**src/rtl/scanfi_pkg.sv**
```systemverilog
package scanfi_pkg;

  localparam int NFF   = 4;              // flops in the circuit
  localparam int IW    = $clog2(NFF);    // bits per chain-order entry
  localparam int NGATE = 2;              // fault-capable gates
  localparam int NPIN  = 3;              // pins per gate: in0, in1, out
  localparam int NSITE = NGATE * NPIN * 2;
  localparam int FSW   = $clog2(NSITE + 1);
  localparam int GW    = (NGATE > 1) ? $clog2(NGATE) : 1;

  typedef enum logic { GK_AND, GK_XOR } gate_kind_e;

  typedef struct packed {
    logic          act;
    logic [GW-1:0] gate;
    logic [1:0]    pin;
    logic          val;
  } fault_t;

  function automatic fault_t decode_fault(input logic [FSW-1:0] code);
    fault_t f;
    int unsigned k;
    f = '0;
    k = 0;
    if ((code != '0) && (int'(code) <= NSITE)) begin
      k      = int'(code) - 1;
      f.act  = 1'b1;
      f.val  = k[0];
      f.pin  = 2'((k / 2) % NPIN);
      f.gate = GW'(k / (2 * NPIN));
    end
    return f;
  endfunction

  function automatic int pos_of(input logic [NFF*IW-1:0] order, input int fl);
    for (int p = 0; p < NFF; p++)
      if (int'(order[p*IW +: IW]) == fl) return p;
    return -1;
  endfunction

  function automatic int chain_pred(input logic [NFF*IW-1:0] order,
                                    input logic [NFF-1:0]    mask,
                                    input int                fl);
    int p;
    int c;
    p = pos_of(order, fl);
    for (int s = p - 1; s >= 0; s--) begin
      c = int'(order[s*IW +: IW]);
      if (mask[c]) return c;
    end
    return -1;
  endfunction

  function automatic int chain_last(input logic [NFF*IW-1:0] order,
                                    input logic [NFF-1:0]    mask);
    int c;
    for (int s = NFF - 1; s >= 0; s--) begin
      c = int'(order[s*IW +: IW]);
      if (mask[c]) return c;
    end
    return -1;
  endfunction

endpackage

```
**src/rtl/scanfi_rst_sync.sv**
```systemverilog
module scanfi_rst_sync #(
  parameter int STAGES = 2
) (
  input  logic clk,
  input  logic rst_n_in,
  output logic rst_n_out
);

  logic [STAGES-1:0] sr_q;
  logic [STAGES-1:0] sr_d;

  always_comb sr_d = {sr_q[STAGES-2:0], 1'b1};

  always_ff @(posedge clk or negedge rst_n_in) begin
    if (!rst_n_in) sr_q <= '0;
    else           sr_q <= sr_d;
  end

  assign rst_n_out = sr_q[STAGES-1];

endmodule

```
**src/rtl/scanfi_cell.sv**
```systemverilog
module scanfi_cell #(
  parameter bit IS_SCAN = 1'b1
) (
  input  logic clk,
  input  logic rst_n,
  input  logic se,
  input  logic d,
  input  logic si,
  output logic q
);

  logic nxt;

  generate
    if (IS_SCAN) begin : g_mux
      always_comb nxt = se ? si : d;
    end else begin : g_plain
      logic unused_si;
      always_comb begin
        unused_si = si ^ se;
        nxt       = d;
      end
    end
  endgenerate

  always_ff @(posedge clk or negedge rst_n) begin
    if (!rst_n) q <= 1'b0;
    else        q <= nxt;
  end

  // a scan flop in shift mode takes its serial neighbour
  p_shift_r2: assert property (@(posedge clk) disable iff (!rst_n)
    (IS_SCAN && se) |=> (q == $past(si)));

  // capture mode, or any non-scan flop, takes the functional input
  p_capture_r3: assert property (@(posedge clk) disable iff (!rst_n)
    !(IS_SCAN && se) |=> (q == $past(d)));

endmodule

```
**src/rtl/scanfi_gate.sv**
```systemverilog
module scanfi_gate
  import scanfi_pkg::*;
#(
  parameter gate_kind_e KIND = GK_AND
) (
  input  logic            in0,
  input  logic            in1,
  input  logic [NPIN-1:0] force_pin,
  input  logic            force_val,
  output logic            y
);

  logic a0;
  logic a1;
  logic raw;

  always_comb begin
    a0  = force_pin[0] ? force_val : in0;
    a1  = force_pin[1] ? force_val : in1;
    raw = (KIND == GK_AND) ? (a0 & a1) : (a0 ^ a1);
    y   = force_pin[2] ? force_val : raw;
  end

endmodule

```
**src/rtl/scanfi_core.sv**
```systemverilog
module scanfi_core
  import scanfi_pkg::*;
#(
  parameter logic [NFF*IW-1:0] CHAIN_ORDER = {2'd3, 2'd2, 2'd1, 2'd0},
  parameter logic [NFF-1:0]    SCAN_MASK   = '1,
  parameter int                SYNC_STAGES = 2
) (
  input  logic           clk,
  input  logic           rst_n,
  input  logic           scan_en,
  input  logic           scan_in,
  input  logic [NFF-2:0] func_in,
  input  logic [FSW-1:0] fault_sel,
  output logic           scan_out,
  output logic           func_out
);

  localparam int LAST = chain_last(CHAIN_ORDER, SCAN_MASK);

  logic                  rst_int;
  fault_t                flt;
  logic [NGATE*NPIN-1:0] force_vec;
  logic [NFF-1:0]        q;
  logic [NFF-1:0]        d;
  logic [NFF-1:0]        si;
  logic                  and_y;
  logic                  xor_y;

  scanfi_rst_sync #(.STAGES(SYNC_STAGES)) rst_sync_i (
    .clk       (clk),
    .rst_n_in  (rst_n),
    .rst_n_out (rst_int)
  );

  always_comb flt = decode_fault(fault_sel);

  generate
    for (genvar g = 0; g < NGATE; g++) begin : g_site_gate
      for (genvar p = 0; p < NPIN; p++) begin : g_site_pin
        assign force_vec[g*NPIN+p] = flt.act && (int'(flt.gate) == g)
                                     && (int'(flt.pin) == p);
      end
    end
  endgenerate

  // three-input stage: a = q[0] unused here, b = q[1], c = q[2]
  scanfi_gate #(.KIND(GK_AND)) and_gate_i (
    .in0       (q[1]),
    .in1       (q[2]),
    .force_pin (force_vec[0 +: NPIN]),
    .force_val (flt.val),
    .y         (and_y)
  );

  scanfi_gate #(.KIND(GK_XOR)) xor_gate_i (
    .in0       (q[0]),
    .in1       (q[NFF-1]),
    .force_pin (force_vec[NPIN +: NPIN]),
    .force_val (flt.val),
    .y         (xor_y)
  );

  assign d = {and_y, func_in};

  generate
    for (genvar i = 0; i < NFF; i++) begin : g_ff
      localparam int PRED = chain_pred(CHAIN_ORDER, SCAN_MASK, i);
      if (PRED < 0) begin : g_head
        assign si[i] = scan_in;
      end else begin : g_link
        assign si[i] = q[PRED];
      end
      scanfi_cell #(.IS_SCAN(SCAN_MASK[i])) cell_i (
        .clk   (clk),
        .rst_n (rst_int),
        .se    (scan_en),
        .d     (d[i]),
        .si    (si[i]),
        .q     (q[i])
      );
    end
    if (LAST >= 0) begin : g_so
      assign scan_out = q[LAST];
    end else begin : g_so_none
      assign scan_out = scan_in;
    end
  endgenerate

  assign func_out = xor_y;

  // flops stay cleared on the edge after reset was still held
  p_held_r1: assert property (@(posedge clk) disable iff (!rst_n)
    !rst_int |=> (q == '0));

  // at most one gate pin forced
  p_one_site_r5: assert property (@(posedge clk) disable iff (!rst_n)
    $onehot0(force_vec));

  // gate 0 output stuck at 0 presents 0 to the capture flop
  p_and_sa0_r7: assert property (@(posedge clk) disable iff (!rst_n)
    (fault_sel == FSW'(5)) |-> !d[NFF-1]);

endmodule

```
**config.mk**
```make
export PLATFORM = sky130hd
export DESIGN_NAME = scanfi_core
export DESIGN_NICKNAME = d
export VERILOG_FILES = /design/src/rtl/scanfi_pkg.sv /design/src/rtl/scanfi_rst_sync.sv /design/src/rtl/scanfi_cell.sv /design/src/rtl/scanfi_gate.sv /design/src/rtl/scanfi_core.sv
export SDC_FILE = /design/constraint.sdc
export NUM_CORES = 1
export LEC_CHECK = 0
export BUFFER_PORTS_ARGS = -buffer_cell sky130_fd_sc_hd__buf_2
export CAP_MARGIN = 20
export CORE_AREA = 3 3 40 42
export CTS_CLUSTER_DIAMETER = 50
export CTS_CLUSTER_SIZE = 16
export DETAILED_ROUTE_END_ITERATION = 7
export DIE_AREA = 0 0 43 45
export GPL_TIMING_DRIVEN = 0
export PLACE_DENSITY_LB_ADDON = 0.3
export SYNTH_ARGS = -nofsm -noshare
export SYNTH_HDL_FRONTEND = slang
export SYNTH_SLANG_ARGS = --single-unit
```
**constraint.sdc**
```tcl
create_clock -name clk -period 8.65 [get_ports clk]
set_input_delay 2.1625 -clock clk [delete_from_list [all_inputs] [get_ports clk]]
set_output_delay 2.1625 -clock clk [all_outputs]
set_load 0.1 [all_outputs]
```
==> results of run 1 <==
-- worst paths after layout --
kind                       slack, ns  cells past startpoint                from                  to
max                             0.50                     16        fault_sel[0]            func_out
min                             0.06                      0  rst_sync_i.sr_q[1]    g_ff[3].cell_i.q
max reg2reg                     7.72                      4    g_ff[2].cell_i.q    g_ff[3].cell_i.q
min reg2reg                     0.06                      0  rst_sync_i.sr_q[1]    g_ff[3].cell_i.q
max in group asynchronous       6.87                      1               rst_n  rst_sync_i.sr_q[1]
min in group clk                0.35                      0  rst_sync_i.sr_q[0]  rst_sync_i.sr_q[1]
-- routing by layer --
| metal | wire length, µm | GRT usage (%) | vias up | part of all wire (%) |
|---|---|---|---|---|
| met1 | 697 | 25.3 | 316 | 45 |
| met2 | 738 | 27.5 | 26 | 48 |
| li1 | - | - | 354 | - |
| met4 | 9 | 5.42 | 0 | 0.59 |
| met3 | 92 | 3.59 | 2 | 6.0 |
| met5 | 0 | 0 | - | 0 |
-- layout make-up --
| cell class | count | area share, % |
|---|---|---|
| Multi-Input combinational cell | 70 | 65.8 |
| Tap cell | 15 | 2.26 |
| Inverter | 7 | 3.16 |
| Sequential cell | 6 | 18.1 |
| Buffer | 1 | 1.36 |
| Timing Repair Buffer | 11 | 6.63 |
| Clock buffer | 3 | 2.71 |
-- sequential cells by signal (all words and copies together) (netlist names) --
register / flops
g_ff.cell_i.q: 4
rst_sync_i.sr_q: 2
-- synthesized netlist by cell type (all sizes together), types with 4 or more instances --
cell   instances  area [µm²]
inv            7        26.3
dfrtp          6         150
nand2          6        22.5
o21ai          6        30.0
ha             5        62.6
nor2           4        17.5
-- metrics by stage --
stage	total power, mW	setup slack [ns]
3_5_place_dp	0.103	0.542
5_1_grt	0.141	0.170
6_report	0.131	0.501
2_1_floorplan	0.0903	0.0998
4_1_cts	0.131	0.518
3_3_place_gp	0.102	0.598
-- power breakdown --
part,total (mW),internal [mW],switching (mW)
registers,0.0334,0.0307,0.00271
clock network,0.0275,0.0158,0.0117
logic,0.0702,0.0243,0.0459
total,0.131,0.0708,0.0603
-- cell families after synthesis --
group | after synthesis | share of synthesized area (%)
AOI/OAI and AO/OA | 28 | 33.0
xor gates and xnor gates | 1 | 1.20
adders and majority gates | 5 | 8.56
buffers and inverters | 8 | 5.14
DFF | 6 | 20.5
muxes | 4 | 5.99
other | 1 | 0.513
and+or+nand+nor | 30 | 25.0
-- worst reg2reg max path, delay by kind of cell (launching register included) --
| family | cells | cell delay, ns |
|---|---|---|
| DFF | 1 | 0.39 |
| AOI/OAI and AO/OA | 2 | 0.19 |
| muxes | 1 | 0.12 |
| and+or+nand+nor | 1 | 0.10 |
==> results.toml, run 1 <==
[outcome]
status = "completed"

[yosys]
yosys_warnings = 0
ys_seq_area_share_pct = 20.5
synth-seq-cells = 6
async_flop_share_pct = 100
synth_area_um2 = 731
syn_inst = 83
ys.flop_type = "dfrtp_1"
syn_area_per_cell_um2 = 8.80
synth.distinct_cells = 45
synth_edf_count = 0

[final_layout]
final_cell_mix = "buf_2 (11), inv_1 (6), nand2_1 (6), dfrtp_1 (6)"
nets = 116
multi_input_area_um2 = 547
syn2layout_area_growth_pct = 13.7
fin_util_pct = 64.7
fin_area_um2 = 831
final_cells = 113
num-fill-cells = 118
mostFrequentLayoutCell = "buf_2"
seq_area_um2 = 150
drive_above_1_share_pct = 32.7
diodes = 0

[worst_setup_path]
path_buf_inv = 4
cpLargestDelayFamily = "compound AO/OA/AOI/OAI gates"
cp-end-kind = "output port"
start_kind = "input port"
critPathMaxStageDelay_ns = 0.44
critical_path.max_fanout = 7
cp_common_cell = "ha_1"
worstSetupPathType = "input port to output port"
crit_arrival_ns = 5.99
worstPathRequired_ns = 6.49
cp_cell_sequence = "buf_2 -> inv_1 -> ha_1 -> xnor2_1 -> inv_1 -> ha_1 -> a21o_1 -> ha_1 -> nor3b_1 -> and3_2 -> a221oi_2 -> a2111oi_2 -> a2bb2oi_1 -> o21ai_1 -> a31oi_1 -> buf_2"
crit_slowest_cell = "buf_2"

[floorplan]
num_rows = 13
die_x_um = 43
io_pins = 13
core_um2 = 1280
die-area_um2 = 1940
initial_utilization_pct = 56.9
die_y_um = 45

[clock_tree]
hold_buffers = 0
cts_tree = "built"
postCtsResizedCells = 0
cts_setup_buffers = 0
numCtsBuffers = 3
cts_root_buf = "clkbuf_4"
clkLatencyLatePin_ns = 0.25
clkSinkCount = 6
cts_buffer_depth = 2
htree_levels = 1
path_clk_slew_ns = 0.05

[timing]
fmax_ghz = 0.123
rsz0062_at_grt = "no"
finalCritPeriodShare_pct = 94.2
hold_ws_ns = 0.0582
finalClockSkew_ns = 0.00597
finalMaxSlewViolations = 0
finalSetupTns_ns = 0
tightestPinTransition_ns = 0.605
setup_viol = 0
hold_violations = 0
fin_crit_ns = 8.15
relSlewSlack_pct = 59.3

[drt]
dr.pass1.iters = 4
dr_total_vias = 698
first_iter_violations = 28
drc = 0
wl_um = 1540
ant_nets = 0
viasPerCell = 6.18
routedWlPerCell_um = 13.6

[placed_design]
place_area_um2 = 808
portBuffers = 11
placedCellCount = 110
gp_congestion = 0.804
place_hpwl_um = 1250

[power]
ir_drop_mv = 0.118
power.leakage_nw = 0.348
power.density_nw_per_um2 = 158

[global_route]
grt_max_degree = 8
antenna_found_initial = 0
grtUsageTotal_pct = 17.9
overflow = 0
grt_pass1_wl_um = 2590
grt_pass1_vias = 610

[flow_run]
maxCapViolations = 0

[min_path]
hp-class = "register to asynchronous set/reset pin"
Power figures use the tool's default switching activity.
==> run 2, diff against run 1 <==
Settings changed: CTS_BUF_LIST set to sky130_fd_sc_hd__clkbuf_8.
==> results.toml, run 2 (synthesis gave the netlist of run 1 again) <==
[final_layout]
mostFrequentLayoutCell = "buf_2"
diodes = 0
drive_above_1_share_pct = 32.7
largest_reg_flops = 4
syn2layout_area_growth_pct = 16.3
num-fill-cells = 112
top_register = "g_ff.cell_i.q"
multi_input_area_um2 = 547
seq_area_um2 = 150
fin_area_um2 = 850
final_cell_mix = "buf_2 (11), inv_1 (6), nand2_1 (6), dfrtp_1 (6)"
top_regs = "g_ff.cell_i.q x4, rst_sync_i.sr_q x2"
nets = 116

[worst_setup_path]
rrSetupSlack_ns = 7.73
start_kind = "input port"
cp-end-kind = "output port"
worstSetupPathType = "input port to output port"
startpoint = "fault_sel[0]"
cp_cell_sequence = "buf_2 -> inv_1 -> ha_1 -> xnor2_1 -> inv_1 -> ha_1 -> a21o_1 -> ha_1 -> nor3b_1 -> o211ai_4 -> a221oi_2 -> nand3b_1 -> o21ai_0 -> o21ai_1 -> a31oi_1 -> buf_2"
crit_slowest_cell = "a221oi_2"
cp_common_cell = "ha_1"
crit_arrival_ns = 6.00
worstPathRequired_ns = 6.49
critical_path.max_fanout = 7
reg2regPathDepth = 4
critPathMaxStageDelay_ns = 0.48
reg2reg_from = "g_ff[1].cell_i.q"

[min_path]
hp-class = "register to asynchronous set/reset pin"

[power]
power.density_nw_per_um2 = 172
total_power_mw = 0.146
swShare_pct = 41.9
p_comb_share_pct = 48.3
ir_drop_mv = 0.191
clkPwrFrac_pct = 28.8
seqPwrFrac_pct = 22.9
power.leakage_nw = 0.356
cellInternalPower_mw = 0.0850
switchingPower_mw = 0.0613

[clock_tree]
numCtsBuffers = 3
cts_tree = "built"
clkSinkCount = 6
path_clk_slew_ns = 0.04
cts_root_buf = "clkbuf_8"
cts_setup_buffers = 0
htree_levels = 1
postCtsResizedCells = 0
cts_buffer_depth = 2
clkLatencyLatePin_ns = 0.22
hold_buffers = 0

[timing]
setup_viol = 0
fin_crit_ns = 8.16
finalMaxSlewViolations = 0
finalClockSkew_ns = 0.00726
rsz0062_at_grt = "no"
fmax_ghz = 0.123
fin_ws_ns = 0.489
relSlewSlack_pct = 60.0
hold_ws_ns = 0.0560
finalCritPeriodShare_pct = 94.3
tightestPinTransition_ns = 0.595
hold_violations = 0
finalSetupTns_ns = 0

[global_route]
antenna_found_initial = 0
grt_pass1_wl_um = 2660
grt_max_degree = 8
overflow = 0
grtUsageTotal_pct = 18.1
grt_pass1_vias = 625

[flow_run]
maxCapViolations = 0

[floorplan]
die_y_um = 45
initial_utilization_pct = 56.9
die_x_um = 43
io_pins = 13
num_rows = 13
core_um2 = 1280
die-area_um2 = 1940

[placed_design]
gp_congestion = 0.804
place_area_um2 = 808
portBuffers = 11
place_ws_ns = 0.542
place_hpwl_um = 1250

[drt]
ant_nets = 0
viasPerCell = 6.20
dr.pass1.iters = 4
first_iter_violations = 29
wl_um = 1600
dr_total_vias = 701
drc = 0
routedWlPerCell_um = 14.1

[outcome]
status = "completed"
[run 2: routing by layer]
| layer | up-vias | track usage [%] | wire [µm] |
|---|---|---|---|
| li1 | 353 | - | - |
| met2 | 32 | 29.3 | 758 |
| met4 | 0 | 1.81 | 0 |
| met3 | 0 | 3.59 | 83 |
| met5 | - | 0 | 0 |
| met1 | 316 | 26.0 | 754 |
[run 2: cell type report]
cell class | instances | area share (%)
multi-input cells | 70 | 64.4
flip-flops and latches | 6 | 17.7
repair buffers | 11 | 6.48
clock buffers | 3 | 4.86
inverters | 7 | 3.09
well taps | 15 | 2.21
plain buffers | 1 | 1.33
[run 2: power by group through the flow]
stage               Sequential [mW]  Clock (mW)  Combinational, mW
floorplan                    0.0391           0             0.0511
CTS                          0.0335      0.0422             0.0704
global route                 0.0340      0.0437             0.0771
finish                       0.0335      0.0422             0.0707
global placement             0.0336           0             0.0683
detailed placement           0.0338           0             0.0694
[run 2: worst paths after layout]
| kind | endpoint |
|---|---|
| setup / recovery | func_out |
| hold / removal | g_ff[3].cell_i.q |
| setup reg to reg | g_ff[3].cell_i.q |
| hold reg to reg | g_ff[3].cell_i.q |
| max in group asynchronous | rst_sync_i.sr_q[1] |
| min in group clk | rst_sync_i.sr_q[1] |
[run 2: worst max-delay path, delay by kind of cell]
| family | cells | cell delay [ns] |
|---|---|---|
| simple gates | 2 | 0.56 |
| xor+xnor | 1 | 0.40 |
| compound gates | 6 | 1.17 |
| fa+ha+maj | 3 | 0.75 |
| buf+inv | 4 | 0.95 |
[run 2: through the flow]
| step | instances | utilization [%] |
|---|---|---|
| 5_1_grt | 113 | 66.1 |
| 3_3_place_gp | 110 | 62.9 |
| 3_5_place_dp | 110 | 62.9 |
| 4_1_cts | 113 | 66.1 |
| 6_report | 113 | 66.1 |
| 2_1_floorplan | 84 | - |
==> run 3, diff against run 2 <==
Settings changed: PLACE_DENSITY set to 0.82, PLACE_DENSITY_LB_ADDON 0.3 to unset.
==> results.toml, run 3 (synthesis gave the netlist of run 1 again) <==
[outcome]
status = "completed"

[global_route]
grt_max_degree = 8
gr-usage-met1_pct = 20.0
grt-busiest-layer = "met2"
overflow = 0
met3_usage_pct = 1.59
grt_use_met2_pct = 31.1
grtUsageTotal_pct = 16.6
antenna_found_initial = 0
grt_pass1_vias = 613
grt_pass1_wl_um = 2500

[placed_design]
portBuffers = 11
place_ws_ns = 0.540
gp_congestion = 0.859
place_hpwl_um = 1190

[worst_setup_path]
cp_common_cell = "ha_1"
worstPathRequired_ns = 6.49
cp-end-kind = "output port"
crit_slowest_cell = "a221oi_2"
critical_path.max_fanout = 7
worstSetupPathType = "input port to output port"
critPathMaxStageDelay_ns = 0.46
rrSetupSlack_ns = 7.74
cp_cell_sequence = "buf_2 -> inv_1 -> ha_1 -> xnor2_1 -> inv_1 -> ha_1 -> a21o_1 -> ha_1 -> nor3b_1 -> o211ai_4 -> a221oi_2 -> nand3b_1 -> o21ai_0 -> o21ai_1 -> a31oi_1 -> buf_2"
start_kind = "input port"
crit_arrival_ns = 5.97

[drt]
ant_nets = 0
dr_total_vias = 714
drc = 0
dr.pass1.iters = 4
wl_um = 1510
viasPerCell = 6.32
first_iter_violations = 14
routedWlPerCell_um = 13.4

[clock_tree]
postCtsResizedCells = 0
cts_tree = "built"
cts_buffer_depth = 2
path_clk_slew_ns = 0.03
htree_levels = 1
cts_root_buf = "clkbuf_8"
clkLatencyLatePin_ns = 0.22
clkSinkCount = 6
cts_setup_buffers = 0
hold_buffers = 0
numCtsBuffers = 3

[final_layout]
mostFrequentLayoutCell = "buf_2"
top_regs = "g_ff.cell_i.q x4, rst_sync_i.sr_q x2"
drive_above_1_share_pct = 32.7
diodes = 0
largest_reg_flops = 4
final_cell_mix = "buf_2 (11), inv_1 (6), nand2_1 (6), dfrtp_1 (6)"
nets = 116
syn2layout_area_growth_pct = 16.3
top_register = "g_ff.cell_i.q"

[floorplan]
die_y_um = 45
die-area_um2 = 1940
initial_utilization_pct = 56.9
num_rows = 13
core_um2 = 1280
io_pins = 13
die_x_um = 43

[timing]
finalMaxSlewViolations = 0
tightestPinTransition_ns = 0.553
hold_violations = 0
finalSetupTns_ns = 0
fin_crit_ns = 8.13
rsz0062_at_grt = "no"
finalCritPeriodShare_pct = 94.0
finalClockSkew_ns = 0.00122
fin_ws_ns = 0.521
relSlewSlack_pct = 62.8
fmax_ghz = 0.123
setup_viol = 0

[min_path]
hp-class = "register to asynchronous set/reset pin"

[power]
ir_drop_mv = 0.0978
power.density_nw_per_um2 = 169
power.leakage_nw = 0.356

[flow_run]
maxCapViolations = 0
-- run 3: cell counts in the layout (fill, tap and decap cells not counted) --
Identical to the previous run, type by type.
-- run 3: final cells by class --
type                       instances  area [µm²]
fill                              90         435
clock buffer                       3        41.3
tap                               15        18.8
timing repair buffer              11        55.1
multi-input combinational         70         547
sequential                         6         150
buffer                             1        11.3
inverter                           7        26.3
-- run 3: final timing paths --
path | startpoint | to | depth (start not counted)
max reg2reg | g_ff[1].cell_i.q | g_ff[3].cell_i.q | 4
max | fault_sel[0] | func_out | 16
min in group clk | rst_sync_i.sr_q[0] | rst_sync_i.sr_q[1] | 0
max in group asynchronous | rst_n | rst_sync_i.sr_q[1] | 1
min | rst_sync_i.sr_q[1] | g_ff[0].cell_i.q | 0
min reg2reg | rst_sync_i.sr_q[1] | g_ff[0].cell_i.q | 0
-- run 3: through the flow --
stage	utilization [%]	area (µm²)	power (mW)	hold slack (ns)	std cells
after floorplan	-	734	0.0903	0.0403	84
after global placement	62.9	808	0.102	0.0543	110
after detailed placement	62.9	808	0.103	0.0554	110
after CTS	66.1	850	0.145	0.0612	113
after global routing	66.1	850	0.153	0.0713	113
final	66.1	850	0.144	0.0530	113
-- run 3: where the power goes --
part           leakage, nW  switching (mW)  internal (mW)
Clock               0.0216          0.0107         0.0298
Combinational        0.264          0.0457         0.0244
Sequential          0.0707         0.00255         0.0308
Total                0.356          0.0590         0.0849
-- run 3: routing by layer --
metal | wire length (µm) | share of wire, %
met5 | 0 | 0
met4 | 0 | 0
met3 | 70 | 4.6
met2 | 780 | 52
met1 | 659 | 44
-- run 3: worst max-delay path: cells and delay by family --
family | cells | cell delay [ns]
adder cells (fa/ha/maj) | 3 | 0.73
AO/OA/AOI/OAI | 6 | 1.15
AND/OR/NAND/NOR | 2 | 0.57
XOR/XNOR | 1 | 0.38
buffers and inverters | 4 | 0.96
